[src/rtl/ctb_pkg.sv]
// Package: shared bit positions and constants for the timer bank.
// Assumes a 7-bit control word whose layout is fixed by software.
package ctb_pkg;
    localparam int CTL_W   = 7;
    localparam int B_RUN   = 0;
    localparam int B_RST   = 1;
    localparam int B_LOAD  = 2;
    localparam int B_IEN   = 3;
    localparam int B_PEND  = 4;
    localparam int B_CASC  = 5;
    localparam int B_FRZ   = 6;
    localparam int CFG_OVR = 9;
endpackage

[src/rtl/ctb_prescaler.sv]
// Module: prescaler down counter. Emits a one-cycle tick when the value is 0
// and reloads in the same edge. Assumes software keeps reload >= 4.
module ctb_prescaler #(
    parameter int PRE_W = 12
) (
    input  logic             clk,
    input  logic             rst_n,
    input  logic             wr_val,
    input  logic             wr_rld,
    input  logic [PRE_W-1:0] wdata,
    output logic [PRE_W-1:0] val_o,
    output logic [PRE_W-1:0] rld_o,
    output logic             tick_o
);
    logic [PRE_W-1:0] val_q, rld_q;

    assign tick_o = (val_q == '0) && !wr_val;
    assign val_o  = val_q;
    assign rld_o  = rld_q;

    // Count down, self-reload on zero, accept software writes.
    always_ff @(posedge clk) begin
        if (!rst_n) begin
            val_q <= '1;
            rld_q <= '1;
        end else begin
            if (wr_rld) rld_q <= wdata;
            if (wr_val)             val_q <= wdata;
            else if (val_q == '0)   val_q <= rld_q;
            else                    val_q <= val_q - 1'b1;
        end
    end

    AST_PRE_RELOAD: assert property (@(posedge clk) disable iff (!rst_n)
        tick_o |=> val_q == $past(rld_q));
endmodule

[src/rtl/ctb_sequencer.sv]
// Module: pass sequencer. A tick starts a pass that grants one slot per
// clock in index order. Ticks arriving mid-pass are dropped.
module ctb_sequencer #(
    parameter int NUM = 4,
    localparam int IDX_W = (NUM > 1) ? $clog2(NUM) : 1
) (
    input  logic             clk,
    input  logic             rst_n,
    input  logic             tick_i,
    output logic [IDX_W-1:0] idx_o,
    output logic [NUM-1:0]   go_o
);
    logic             active_q;
    logic [IDX_W-1:0] idx_q;

    assign idx_o = idx_q;

    // Start a pass on a tick, advance the slot index, end after the last slot.
    always_ff @(posedge clk) begin
        if (!rst_n) begin
            active_q <= 1'b0;
            idx_q    <= '0;
        end else if (active_q) begin
            if (idx_q == IDX_W'(NUM-1)) active_q <= 1'b0;
            else                        idx_q    <= idx_q + 1'b1;
        end else if (tick_i) begin
            active_q <= 1'b1;
            idx_q    <= '0;
        end
    end

    for (genvar k = 0; k < NUM; k++) begin : g_go
        assign go_o[k] = active_q && (idx_q == IDX_W'(k));
        if (k > 0) begin : g_ord
            AST_PASS_ORDER: assert property (@(posedge clk) disable iff (!rst_n)
                go_o[k] |-> $past(go_o[k-1]));
        end
    end

    AST_FIRST_SLOT: assert property (@(posedge clk) disable iff (!rst_n)
        $rose(go_o[0]) |-> $past(tick_i));
endmodule

[src/rtl/ctb_slot.sv]
// Module: one timer slot. Holds counter, reload and control state. Steps
// only in its granted cycle, using the shared decrement result dec_i.
module ctb_slot
    import ctb_pkg::*;
#(
    parameter int CNT_W = 32
) (
    input  logic             clk,
    input  logic             rst_n,
    input  logic             wr_cnt,
    input  logic             wr_rld,
    input  logic             wr_ctl,
    input  logic [CNT_W-1:0] wdata,
    input  logic             go_i,
    input  logic             chain_i,
    input  logic             halt_i,
    input  logic [CNT_W-1:0] dec_i,
    output logic [CNT_W-1:0] cnt_o,
    output logic [CNT_W-1:0] rld_o,
    output logic [CTL_W-1:0] ctl_o,
    output logic             wrap_o,
    output logic             irq_o
);
    logic [CNT_W-1:0] cnt_q, rld_q;
    logic run_q, rst_q, ien_q, pend_q, casc_q, frz_q, irq_q;
    logic step, wrap, ld_wr;

    assign step   = go_i && run_q && !(frz_q && halt_i) && (casc_q ? chain_i : 1'b1);
    assign wrap   = step && (cnt_q == '0);
    assign ld_wr  = wr_ctl && wdata[B_LOAD];
    assign wrap_o = wrap;
    assign irq_o  = irq_q;
    assign cnt_o  = cnt_q;
    assign rld_o  = rld_q;
    assign ctl_o  = {frz_q, casc_q, pend_q, ien_q, 1'b0, rst_q, run_q};

    // Counter: bus write, then load, then step or wrap.
    always_ff @(posedge clk) begin
        if (!rst_n)         cnt_q <= '0;
        else if (wr_cnt)    cnt_q <= wdata;
        else if (ld_wr)     cnt_q <= rld_q;
        else if (step)      cnt_q <= (wrap && rst_q) ? rld_q : dec_i;
    end

    // Reload register: software write only.
    always_ff @(posedge clk) begin
        if (!rst_n)      rld_q <= '0;
        else if (wr_rld) rld_q <= wdata;
    end

    // Control bits: software writes, run clears on a non-restart wrap.
    always_ff @(posedge clk) begin
        if (!rst_n) begin
            {run_q, rst_q, ien_q, casc_q, frz_q} <= '0;
        end else if (wr_ctl) begin
            run_q  <= wdata[B_RUN];
            rst_q  <= wdata[B_RST];
            ien_q  <= wdata[B_IEN];
            casc_q <= wdata[B_CASC];
            frz_q  <= wdata[B_FRZ];
        end else if (wrap && !rst_q) begin
            run_q  <= 1'b0;
        end
    end

    // Pending flag and interrupt pulse: set on wrap, cleared by writing 0.
    always_ff @(posedge clk) begin
        if (!rst_n) begin
            pend_q <= 1'b0;
            irq_q  <= 1'b0;
        end else begin
            irq_q <= wrap && ien_q;
            if (wrap && ien_q)                  pend_q <= 1'b1;
            else if (wr_ctl && !wdata[B_PEND])  pend_q <= 1'b0;
        end
    end

    AST_LOAD_COPY: assert property (@(posedge clk) disable iff (!rst_n)
        ld_wr |=> cnt_q == $past(rld_q));
    AST_IDLE_HOLD: assert property (@(posedge clk) disable iff (!rst_n)
        (!go_i && !wr_cnt && !wr_ctl) |=> cnt_q == $past(cnt_q));
    AST_IRQ_FLAG: assert property (@(posedge clk) disable iff (!rst_n)
        irq_q |-> pend_q);
    AST_STOP_NORESTART: assert property (@(posedge clk) disable iff (!rst_n)
        (wrap && !rst_q && !wr_ctl) |=> !run_q);
endmodule

[src/rtl/cascade_timer_bank.sv]
// Module: top of the timer bank. Decodes the word bus, holds the
// configuration and watchdog state, and owns the one shared subtractor.
// Assumes word-aligned accesses and a prescaler reload of at least NUM.
module cascade_timer_bank
    import ctb_pkg::*;
#(
    parameter int NUM      = 4,
    parameter int CNT_W    = 32,
    parameter int PRE_W    = 12,
    parameter int ADDR_W   = 8,
    parameter int IRQ_BASE = 6,
    localparam int IDX_W   = (NUM > 1) ? $clog2(NUM) : 1,
    localparam int SEL_W   = ADDR_W - 4
) (
    input  logic              clk,
    input  logic              rst_n,
    input  logic              bus_sel,
    input  logic              bus_wr,
    input  logic [ADDR_W-1:0] bus_addr,
    input  logic [CNT_W-1:0]  bus_wdata,
    output logic [CNT_W-1:0]  bus_rdata,
    input  logic              dbg_halt_i,
    output logic [NUM-1:0]    irq_o,
    output logic              wdog_n_o
);
    logic             wr_en, aligned;
    logic [PRE_W-1:0] pre_val, pre_rld;
    logic             tick;
    logic [IDX_W-1:0] idx;
    logic [NUM-1:0]   go, wrap_v, wr_cnt_v, wr_rld_v, wr_ctl_v;
    logic [CNT_W-1:0] cnt_a [NUM];
    logic [CNT_W-1:0] rld_a [NUM];
    logic [CTL_W-1:0] ctl_a [NUM];
    logic [CNT_W-1:0] dec_val;
    logic             prev_wrap_q, ovr_q, wdog_q;

    assign aligned = (bus_addr[1:0] == 2'b00);
    assign wr_en   = bus_sel && bus_wr && aligned;

    ctb_prescaler #(.PRE_W(PRE_W)) i_pre (
        .clk(clk), .rst_n(rst_n),
        .wr_val(wr_en && bus_addr == ADDR_W'(8'h00)),
        .wr_rld(wr_en && bus_addr == ADDR_W'(8'h04)),
        .wdata(bus_wdata[PRE_W-1:0]),
        .val_o(pre_val), .rld_o(pre_rld), .tick_o(tick)
    );

    ctb_sequencer #(.NUM(NUM)) i_seq (
        .clk(clk), .rst_n(rst_n), .tick_i(tick), .idx_o(idx), .go_o(go)
    );

    // The single subtractor: operand is the counter of the granted slot.
    assign dec_val = cnt_a[idx] - 1'b1;

    for (genvar k = 0; k < NUM; k++) begin : g_slot
        logic hit;
        assign hit         = wr_en && (bus_addr[ADDR_W-1:4] == SEL_W'(k+1));
        assign wr_cnt_v[k] = hit && (bus_addr[3:2] == 2'd0);
        assign wr_rld_v[k] = hit && (bus_addr[3:2] == 2'd1);
        assign wr_ctl_v[k] = hit && (bus_addr[3:2] == 2'd2);
        ctb_slot #(.CNT_W(CNT_W)) i_slot (
            .clk(clk), .rst_n(rst_n),
            .wr_cnt(wr_cnt_v[k]), .wr_rld(wr_rld_v[k]), .wr_ctl(wr_ctl_v[k]),
            .wdata(bus_wdata), .go_i(go[k]),
            .chain_i((k == 0) ? 1'b0 : prev_wrap_q),
            .halt_i(dbg_halt_i && !ovr_q), .dec_i(dec_val),
            .cnt_o(cnt_a[k]), .rld_o(rld_a[k]), .ctl_o(ctl_a[k]),
            .wrap_o(wrap_v[k]), .irq_o(irq_o[k])
        );
    end

    // Carry the wrap of the slot served this cycle to the next slot.
    always_ff @(posedge clk) begin
        if (!rst_n) prev_wrap_q <= 1'b0;
        else        prev_wrap_q <= |wrap_v;
    end

    // Freeze-override bit of the configuration word.
    always_ff @(posedge clk) begin
        if (!rst_n) ovr_q <= 1'b0;
        else if (wr_en && bus_addr == ADDR_W'(8'h08)) ovr_q <= bus_wdata[CFG_OVR];
    end

    // Watchdog latch: set by the last slot wrapping, cleared by its load write.
    always_ff @(posedge clk) begin
        if (!rst_n)                                          wdog_q <= 1'b0;
        else if (wrap_v[NUM-1])                              wdog_q <= 1'b1;
        else if (wr_ctl_v[NUM-1] && bus_wdata[B_LOAD])       wdog_q <= 1'b0;
    end
    assign wdog_n_o = !wdog_q;

    // Read mux over the fixed words and the slot windows.
    always_comb begin
        bus_rdata = '0;
        if (bus_sel && aligned) begin
            if (bus_addr == ADDR_W'(8'h00)) bus_rdata = CNT_W'(pre_val);
            if (bus_addr == ADDR_W'(8'h04)) bus_rdata = CNT_W'(pre_rld);
            if (bus_addr == ADDR_W'(8'h08))
                bus_rdata = CNT_W'({ovr_q, 1'b1, 5'(IRQ_BASE), 3'(NUM)});
            for (int k = 0; k < NUM; k++) begin
                if (bus_addr[ADDR_W-1:4] == SEL_W'(k+1)) begin
                    case (bus_addr[3:2])
                        2'd0:    bus_rdata = cnt_a[k];
                        2'd1:    bus_rdata = rld_a[k];
                        2'd2:    bus_rdata = CNT_W'(ctl_a[k]);
                        default: bus_rdata = '0;
                    endcase
                end
            end
        end
    end

    AST_WDOG_CAUSE: assert property (@(posedge clk) disable iff (!rst_n)
        $fell(wdog_n_o) |-> $past(wrap_v[NUM-1]));
    AST_ONE_WRAP: assert property (@(posedge clk) disable iff (!rst_n)
        $onehot0(wrap_v));
endmodule

[config.mk]
export PLATFORM = sky130hd
export DESIGN_NAME = cascade_timer_bank
export DESIGN_NICKNAME = d
export VERILOG_FILES = /design/src/rtl/ctb_pkg.sv /design/src/rtl/ctb_prescaler.sv /design/src/rtl/ctb_sequencer.sv /design/src/rtl/ctb_slot.sv /design/src/rtl/cascade_timer_bank.sv
export SDC_FILE = /design/constraint.sdc
export NUM_CORES = 1
export LEC_CHECK = 0
export BUFFER_PORTS_ARGS = -buffer_cell sky130_fd_sc_hd__buf_2
export CORE_ASPECT_RATIO = 0.7
export CORE_UTILIZATION = 57
export CTS_CLUSTER_SIZE = 20
export DETAILED_ROUTE_END_ITERATION = 10
export PLACE_DENSITY = 0.78
export SLEW_MARGIN = 20
export SYNTH_ARGS = -nofsm -noshare
export SYNTH_HDL_FRONTEND = slang
export SYNTH_SLANG_ARGS = --single-unit
[constraint.sdc]
create_clock -name clk -period 3.6 [get_ports clk]
set_input_delay 0.9 -clock clk [delete_from_list [all_inputs] [get_ports clk]]
set_output_delay 0.9 -clock clk [all_outputs]
set_load 0.1 [all_outputs]
==> results of run 1 <==
## Yosys cell counts, types with 6 or more instances
cell	count
xnor2_1	11
and3_1	12
nand3_1	43
nor4_1	39
nand2b_1	13
ha_1	7
a22o_1	6
mux2i_1	137
a221oi_1	12
inv_1	25
a21o_1	7
nand4_1	9
dfxtp_1	314
o21ai_0	159
mux4_1	8
xor2_1	22
nor2b_1	6
buf_6	7
a211oi_1	8
o311ai_0	10
a21oi_1	276
clkbuf_2	10
mux2_2	7
o211ai_1	39
nor2_1	189
nand2_1	481
a31oi_1	67
a221o_1	11
clkbuf_1	182
mux4_2	25
o221ai_1	9
buf_4	6
o21a_1	8
or3_1	10
a22oi_1	10
buf_1	11
o22ai_1	57
and2_1	7
o211a_1	17
nor3_1	23
## cell families after synthesis
group                    count (synthesis)
multiplexers                           179
adder cells (fa/ha/maj)                  7
AND/OR/NAND/NOR                        873
buffers and inverters                  250
XOR/XNOR                                34
AO/OA/AOI/OAI                          738
flip-flops                             314
## layout make-up
class	instances	share of cell area (%)
sequential	314	28.82
inverter	25	0.4528
antenna	1	0.01146
clock inverter	11	0.9285
clock buffer	48	4.597
timing repair buffer	232	10.39
tap	420	2.407
multi-input combinational	1831	52.40
## layer usage
metal	vias up	part of all wire, %	GRT usage (%)
li1	8719	-	-
met1	9714	38	67.86
met2	1922	39	64.88
met3	343	18	17.68
met4	4	4.7	19.18
met5	-	0.025	0
## critical path, stage by stage
cell      delay (ns)
clkbuf_8        0.34
buf_12          0.27
buf_4           0.23
mux2i_1         0.24
o22ai_1         0.10
a21oi_1         0.28
nor2_4          0.06
buf_12          0.20
## worst paths after layout
path,end,cells after the start,startpoint,slack (ns)
hold reg to reg,g_slot[0].i_slot.rld_o[14]$_SDFFE_PN0P_,2,g_slot[0].i_slot.rld_o[14]$_SDFFE_PN0P_,0.47
setup / recovery,bus_rdata[14],8,bus_addr[2],0.03
setup reg to reg,g_slot[2].i_slot.cnt_o[8]$_SDFFE_PN0P_,10,i_seq.idx_o[1]$_SDFFE_PN0P_,0.12
hold / removal,g_slot[0].i_slot.rld_o[14]$_SDFFE_PN0P_,2,g_slot[0].i_slot.rld_o[14]$_SDFFE_PN0P_,0.47
## power by group
part           internal, mW  switching, mW  leakage (nW)
clock                  2.31           1.56         0.594
combinational         0.155          0.350          5.20
sequential             3.48         0.0124          2.53
total                  5.94           1.92          8.32
## sequential cells by signal (all words and copies together), names as in the netlist, 2 cells and up
register	count
g_slot.i_slot.casc_q	4
g_slot.i_slot.cnt_o	128
g_slot.i_slot.frz_q	4
g_slot.i_slot.ien_q	4
g_slot.i_slot.irq_o	4
g_slot.i_slot.pend_q	4
g_slot.i_slot.rld_o	128
g_slot.i_slot.rst_q	4
g_slot.i_slot.run_q	4
i_pre.rld_o	12
i_pre.val_o	12
i_seq.idx_o	2
## per-stage QoR
| stage | utilization, % | std cells | instance area (sq um) | power (mW) |
|---|---|---|---|---|
| finish | 69.49 | 2882 | 21830 | 7.864 |
| global route | 69.48 | 2881 | 21830 | 7.990 |
| CTS | 69.46 | 2881 | 21820 | 7.811 |
| detailed placement | 65.62 | 2822 | 20620 | 4.048 |
| global placement | 65.62 | 2822 | 20620 | 4.040 |
| floorplan | - | 2395 | 18680 | 3.858 |
## repair_timing
action | 4_1_cts | 5_1_grt
hold buffers | 0 | 0
gates resized for setup | 0 | 2
buffers inserted | 0 | 0
setup endpoints to repair | 0 | 26
==> metrics.md, run 1 <==
| Metric | Value |
|---|---|
| Outcome | `complete, no violations` |
| Max_slew headroom | `25.44%` |
| Vias in the first global route | `19130` |
| Crit path required time | `2.70 ns` |
| Worst hold path type | `flop to flop` |
| Final setup viols | `0` |
| Total Wirelength | `80.73 mm` |
| Antenna Nets Post-Route | `0` |
| Yosys top cell by area | `dfxtp_1` |
| Via count | `20700` |
| Predominant post-synthesis flop cell | `dfxtp_1` |
| Worst-Margin Slew | `1.106 ns` |
| Ys Warns | `0` |
| Commonest non-fill, non-tap cell in the layout | `nand2_1` |
| Synth Cell Area | `0.01835 sq mm` |
| Top cells by area, synth | `dfxtp_1 34%, nand2_1 9.8%, a21oi_1 7.5%` |
| Synth Area in XOR/XNOR | `1.663%` |
| Nets | `2490` |
| First-pass GRT wire length | `120.1 mm` |
| Synth Register Bits | `314` |
| Most frequent cells in the layout | `480 x nand2_1, 312 x dfxtp_1, 272 x a21oi_1` |
| Initial core utilization | `58.42%` |
| Fin. max-slew vios | `0` |
| Achievable frequency | `0.2802 GHz` |
| Buffers on Ports | `81` |
| Async set or reset register ratio after synthesis | `0%` |
| Synth Instances | `2395` |
| Die span in x | `216.5 um` |
| Post-route setup TNS | `0 ns` |
| Global placement routability congestion | `1.056` |
| Post-synthesis compound-gate area fraction | `24.37%` |
| FF+latch area | `0.006291 sq mm` |
| Root Driver | `clkbuf_16` |
| CP Class | `input pin to primary output` |
| Synth cell types | `86` |
| Largest net degree at the start of global routing | `91` |
| GRT overflow | `0` |
| Number of enable flip-flop cells after synthesis | `0` |
| RSZ-0062 raised after global routing | `false` |
| Reg clk slew, reported paths | `0.06 ns` |
| Max cap viols | `0` |
| Post-DP HPWL | `53.88 mm` |
| Worst-Skew Late Latency | `0.55 ns` |
| Cell Pwr Density | `360.2 mW/mm^2` |
| DR vias/cell | `7.183` |
| CTS tree | `done` |
| Filler Cells Inserted | `2547` |
| Arr. time, crit path | `2.67 ns` |
| Post-synthesis mux area share | `12.33%` |
| Drt initial violations | `3770` |
| Syn_nets | `2447` |
| Minimum clock period | `3.569 ns` |
| CP Launch Type | `input pin` |
| Synth Area per Inst | `7.663 sq um` |
| P_leak | `8.325 nW` |
| Die H | `152.1 um` |
| Post-synthesis sequential area ratio | `34.25%` |
| Tcrit/Tclk final | `99.14%` |
| Final hold slack | `0.4729 ns` |
| CTS sink cnt | `314` |
| Remaining routing DRC violations | `0` |
| TritonRoute pass-1 iters | `6` |
| Num rows | `54` |
| I/O pin total | `82` |
| Setup ws final | `0.03102 ns` |
| Total Routing Usage GR | `47.84%` |
| Setup WS pre-CTS | `0.06279 ns` |
| TritonCTS Buffers | `34` |
| Main combinational cell family by area after synthesis | `compound AO/OA/AOI/OAI gates` |
| Multi-input logic area | `0.01144 sq mm` |
| CP endpoint kind | `primary output` |
| Post-synthesis adder-cell area fraction | `0.4772%` |
| Crit path max fanout | `31` |
| Worst Skew | `0.02802 ns` |
| Synth-to-layout area growth | `18.94%` |
| CTS H-tree lvls | `2` |
| Synth Area in Simple Gates | `21.04%` |
| Clock Path Buffers | `3` |
| Initial antenna violation count | `5` |
| Maximum vdd ir drop | `388.2 uV` |
| Routed len/inst | `28.01 um` |
| Share of the synthesized area in the top cell type | `34.25%` |
| Core Box Area | `0.03142 sq mm` |
| Share of cells above drive strength 1 | `16.74%` |
| Die footprint | `0.03293 sq mm` |
| Final hold vios | `0` |
No activity file was read; power rests on OpenSTA's default activity.
==> inputs of run 2 (changes only) <==
--- a/config.mk
+++ b/config.mk
@@ -10,8 +10,9 @@
 export CORE_UTILIZATION = 57
 export CTS_CLUSTER_SIZE = 20
 export DETAILED_ROUTE_END_ITERATION = 10
-export PLACE_DENSITY = 0.78
+export PLACE_DENSITY = 0.77
 export SLEW_MARGIN = 20
 export SYNTH_ARGS = -nofsm -noshare
 export SYNTH_HDL_FRONTEND = slang
+export SYNTH_HIERARCHICAL = 1
 export SYNTH_SLANG_ARGS = --single-unit
==> run 2 against run 1 <==
Net effect: the flow now finishes with violations (negative setup slack); cell area increased by 3.5%; via count shrank 12%; die area increased by 6.1%; synthesized cell count decreased by 18%; core utilization shrank 2.2 points; largest cell class unchanged.
==> metrics.md, run 2 <==
| Metric | Value |
|---|---|
| Outcome | `finished, violations left` |
| Failing checks | `negative setup slack` |
| TritonCTS Buffers | `35 (+2.9%)` |
| Crit path cell chain | `buf_6 > or4_4 > nor4b_4 > buf_4 > a221oi_4 > a21oi_2 > o311a_4 > buf_12` |
| Global placement routability congestion | `0.9633 (-8.8%)` |
| CTS H-tree lvls | `2 (unchanged)` |
| Final setup viols | `1 (+1)` |
| Nets | `2045 (-18%)` |
| Crit. path cell count | `8 (unchanged)` |
| DR vias/cell | `7.434 (+3.5%)` |
| Arr. time, crit path | `2.72 ns (+0.05 ns)` |
| Minimum clock period | `3.622 ns (+0.05335 ns)` |
| First-pass GRT wire length | `106.5 mm (-11%)` |
| Max_slew headroom | `39.57% (+14 points)` |
| Tcrit/Tclk final | `100.6% (+1.5 points)` |
| Yosys top cell by area | `dfxtp_1` |
| CP Launch Type | `input pin` |
| Reg2reg path depth | `9 (-1)` |
| Async set or reset register ratio after synthesis | `0% (unchanged)` |
| Post-DP HPWL | `44.34 mm (-18%)` |
| Drt initial violations | `2854 (-24%)` |
| Worst-Skew Late Latency | `0.54 ns (about the same)` |
| Antenna Nets Post-Route | `0 (unchanged)` |
| Routed len/inst | `29.22 um (+4.3%)` |
| Die footprint | `0.03493 sq mm (+6.1%)` |
| Remaining routing DRC violations | `0 (unchanged)` |
| Worst-Margin Slew | `0.9065 ns (-0.1998 ns)` |
| Largest stage delay, worst path | `0.58 ns (+0.24 ns)` |
| Most frequent cells in the layout | `312 x dfxtp_1, 256 x a221o_1, 232 x mux2i_1` |
| Via count | `18240 (-12%)` |
| Reg clk slew, reported paths | `0.06 ns (about the same)` |
| CP Class | `input pin to primary output` |
| Root Driver | `clkbuf_16` |
| Achievable frequency | `0.2761 GHz (-1.5%)` |
| Num rows | `56 (+3.7%)` |
| I/O pin total | `82 (unchanged)` |
| Most frequent cell after synthesis | `dfxtp_1` |
| Initial antenna violation count | `1 (-4)` |
| Crit-path leading delay family | `simple AND/OR/NAND/NOR gates` |
| Clock Path Buffers | `3 (unchanged)` |
| Maximum vdd ir drop | `333.9 uV (-14%)` |
| Worst Skew | `0.01820 ns (-0.009819 ns)` |
| CTS sink cnt | `314 (unchanged)` |
| Number of enable flip-flop cells after synthesis | `0 (unchanged)` |
| Total Routing Usage GR | `39.99% (-7.9 points)` |
| Cell area after layout | `0.02259 sq mm (+3.5%)` |
| RSZ-0062 raised after global routing | `true` |
| Core Box Area | `0.03356 sq mm (+6.8%)` |
| Top post-synthesis cells by count | `314 x dfxtp_1, 256 x a221o_1, 232 x mux2i_1` |
| Final hold vios | `0 (unchanged)` |
| Crit path buf inv count | `3 (-1)` |
| Synth cell types | `80 (-7.0%)` |
| Total Wirelength | `71.72 mm (-11%)` |
| Predominant post-synthesis flop cell | `dfxtp_1` |
| Crit path max fanout | `4 (-87%)` |
| Buffers on Ports | `81 (unchanged)` |
| Synth Instances | `1966 (-18%)` |
| P_leak | `8.293 nW (-0.38%)` |
| Setup ws final | `-0.02232 ns (-0.05335 ns)` |
| Syn_nets | `2018 (-18%)` |
| Die H | `156.7 um (+3.0%)` |
| Share of the synthesized area in the top cell type | `32.27% (-2.0 points)` |
| Synth-to-layout area growth | `15.98%` |
| CP endpoint kind | `primary output` |
| Die span in x | `223.0 um (+3.0%)` |
| TritonRoute pass-1 iters | `9 (+3)` |
| Top cells by area, synth | `dfxtp_1 32%, a221o_1 13%, mux2i_1 12%` |
| Synth Cell Area | `0.01948 sq mm (+6.1%)` |
| Max cap viols | `0 (unchanged)` |
| Post-synthesis sequential area ratio | `32.27% (-2.0 points)` |
| Crit path required time | `2.70 ns (about the same)` |
| Largest net degree at the start of global routing | `240 (+160%)` |
| Synth Register Bits | `314 (unchanged)` |
| Initial core utilization | `58.04% (-0.38 points)` |
| WHS Path Cells | `2 (unchanged)` |
| Slowest CP cell | `or4_4` |
| Cell Pwr Density | `341.1 mW/mm^2 (-5.3%)` |
| Ys Warns | `6 (+6)` |
| CTS Hold Bufs | `0 (unchanged)` |
| Commonest non-fill, non-tap cell in the layout | `dfxtp_1` |
| R2R setup slack | `0.15 ns (+0.03 ns)` |
| Vias in the first global route | `17360 (-9.2%)` |
| Share of cells above drive strength 1 | `28.44% (+12 points)` |
| Post-Place Cell Area | `0.02119 sq mm (+2.8%)` |
| GRT overflow | `0 (unchanged)` |
| Total Power | `7.706 mW (-2.0%)` |
| Fin. max-slew vios | `0 (unchanged)` |
| CTS tree | `done` |
| Synth Area per Inst | `9.908 sq um (+29%)` |
| Worst hold path type | `flop to flop` |
run 2: cells by family after synthesis:
logic type / after synthesis / synth area share (%)
AO/OA/AOI/OAI: 433 / 20.03
XOR/XNOR: 33 / 1.484
adder cells (fa/ha/maj): 7 / 0.4496
buffers and inverters: 239 / 7.419
flip-flops: 314 / 32.27
multiplexers: 319 / 18.97
other: 5 / 0.09636
AND/OR/NAND/NOR: 616 / 19.27
run 2: through the flow:
stage | setup TNS [ns] | hold slack, ns | utilization (%) | setup slack [ns] | std cells
finish | -0.02232 | 0.5023 | 67.31 | -0.02232 | 2454
global route | -0.1110 | 0.5171 | 67.31 | -0.06904 | 2453
CTS | 0 | 0.5005 | 66.65 | 0.001728 | 2445
detailed placement | -0.4581 | 0.4879 | 63.12 | -0.1095 | 2380
global placement | -0.2119 | 0.4764 | 63.12 | -0.05706 | 2380
floorplan | -1.849 | 0.4563 | - | -0.1084 | 1966
run 2: timing repair:
item                       in CTS  in global routing
pin swaps                       6                 15
setup buffers                   3                  4
setup endpoints to repair       8                 22
resized for setup               4                 16
gates cloned                    0                  2
run 2: cell type report:
cell class | instances | area, sq um
multi-input cells | 1413 | 12300
fillers | 2521 | 10970
flip-flops and latches | 314 | 6289
repair buffers | 204 | 2225
clock buffers | 50 | 994.7
well taps | 435 | 544.3
clock inverters | 12 | 143.9
inverters | 25 | 93.84
diodes | 1 | 2.502
run 2: routing by layer:
metal | wire, um | up-vias | track usage (%)
li1 | - | 7675 | -
met2 | 29130 | 1444 | 57.41
met4 | 3790 | 2 | 20.33
met3 | 10700 | 341 | 13.48
met5 | 12 | - | 0
met1 | 28070 | 8780 | 53.18
run 2: path summary, 6_finish.rpt:
| check | from | to |
|---|---|---|
| setup reg to reg | i_seq/idx_o[0]$_SDFFE_PN0P_ | g_slot[0].i_slot/cnt_o[15]$_SDFFE_PN0P_ |
| hold / removal | g_slot[1].i_slot/ien_q$_SDFFE_PN0P_ | g_slot[1].i_slot/pend_q$_SDFFE_PN0P_ |
| setup / recovery | bus_addr[0] | bus_rdata[11] |
| hold reg to reg | g_slot[1].i_slot/ien_q$_SDFFE_PN0P_ | g_slot[1].i_slot/pend_q$_SDFFE_PN0P_ |
run 2: report_power, final:
part / switching [mW] / leakage, nW / internal, mW
Clock: 1.55 / 0.559 / 2.15
Sequential: 0.00723 / 2.53 / 3.48
Combinational: 0.341 / 5.20 / 0.182
run 2: worst min-delay path, stage by stage (launching register included):
cell,delay [ns]
dfxtp_1,0.33
nand2_1,0.07
o31ai_1,0.06
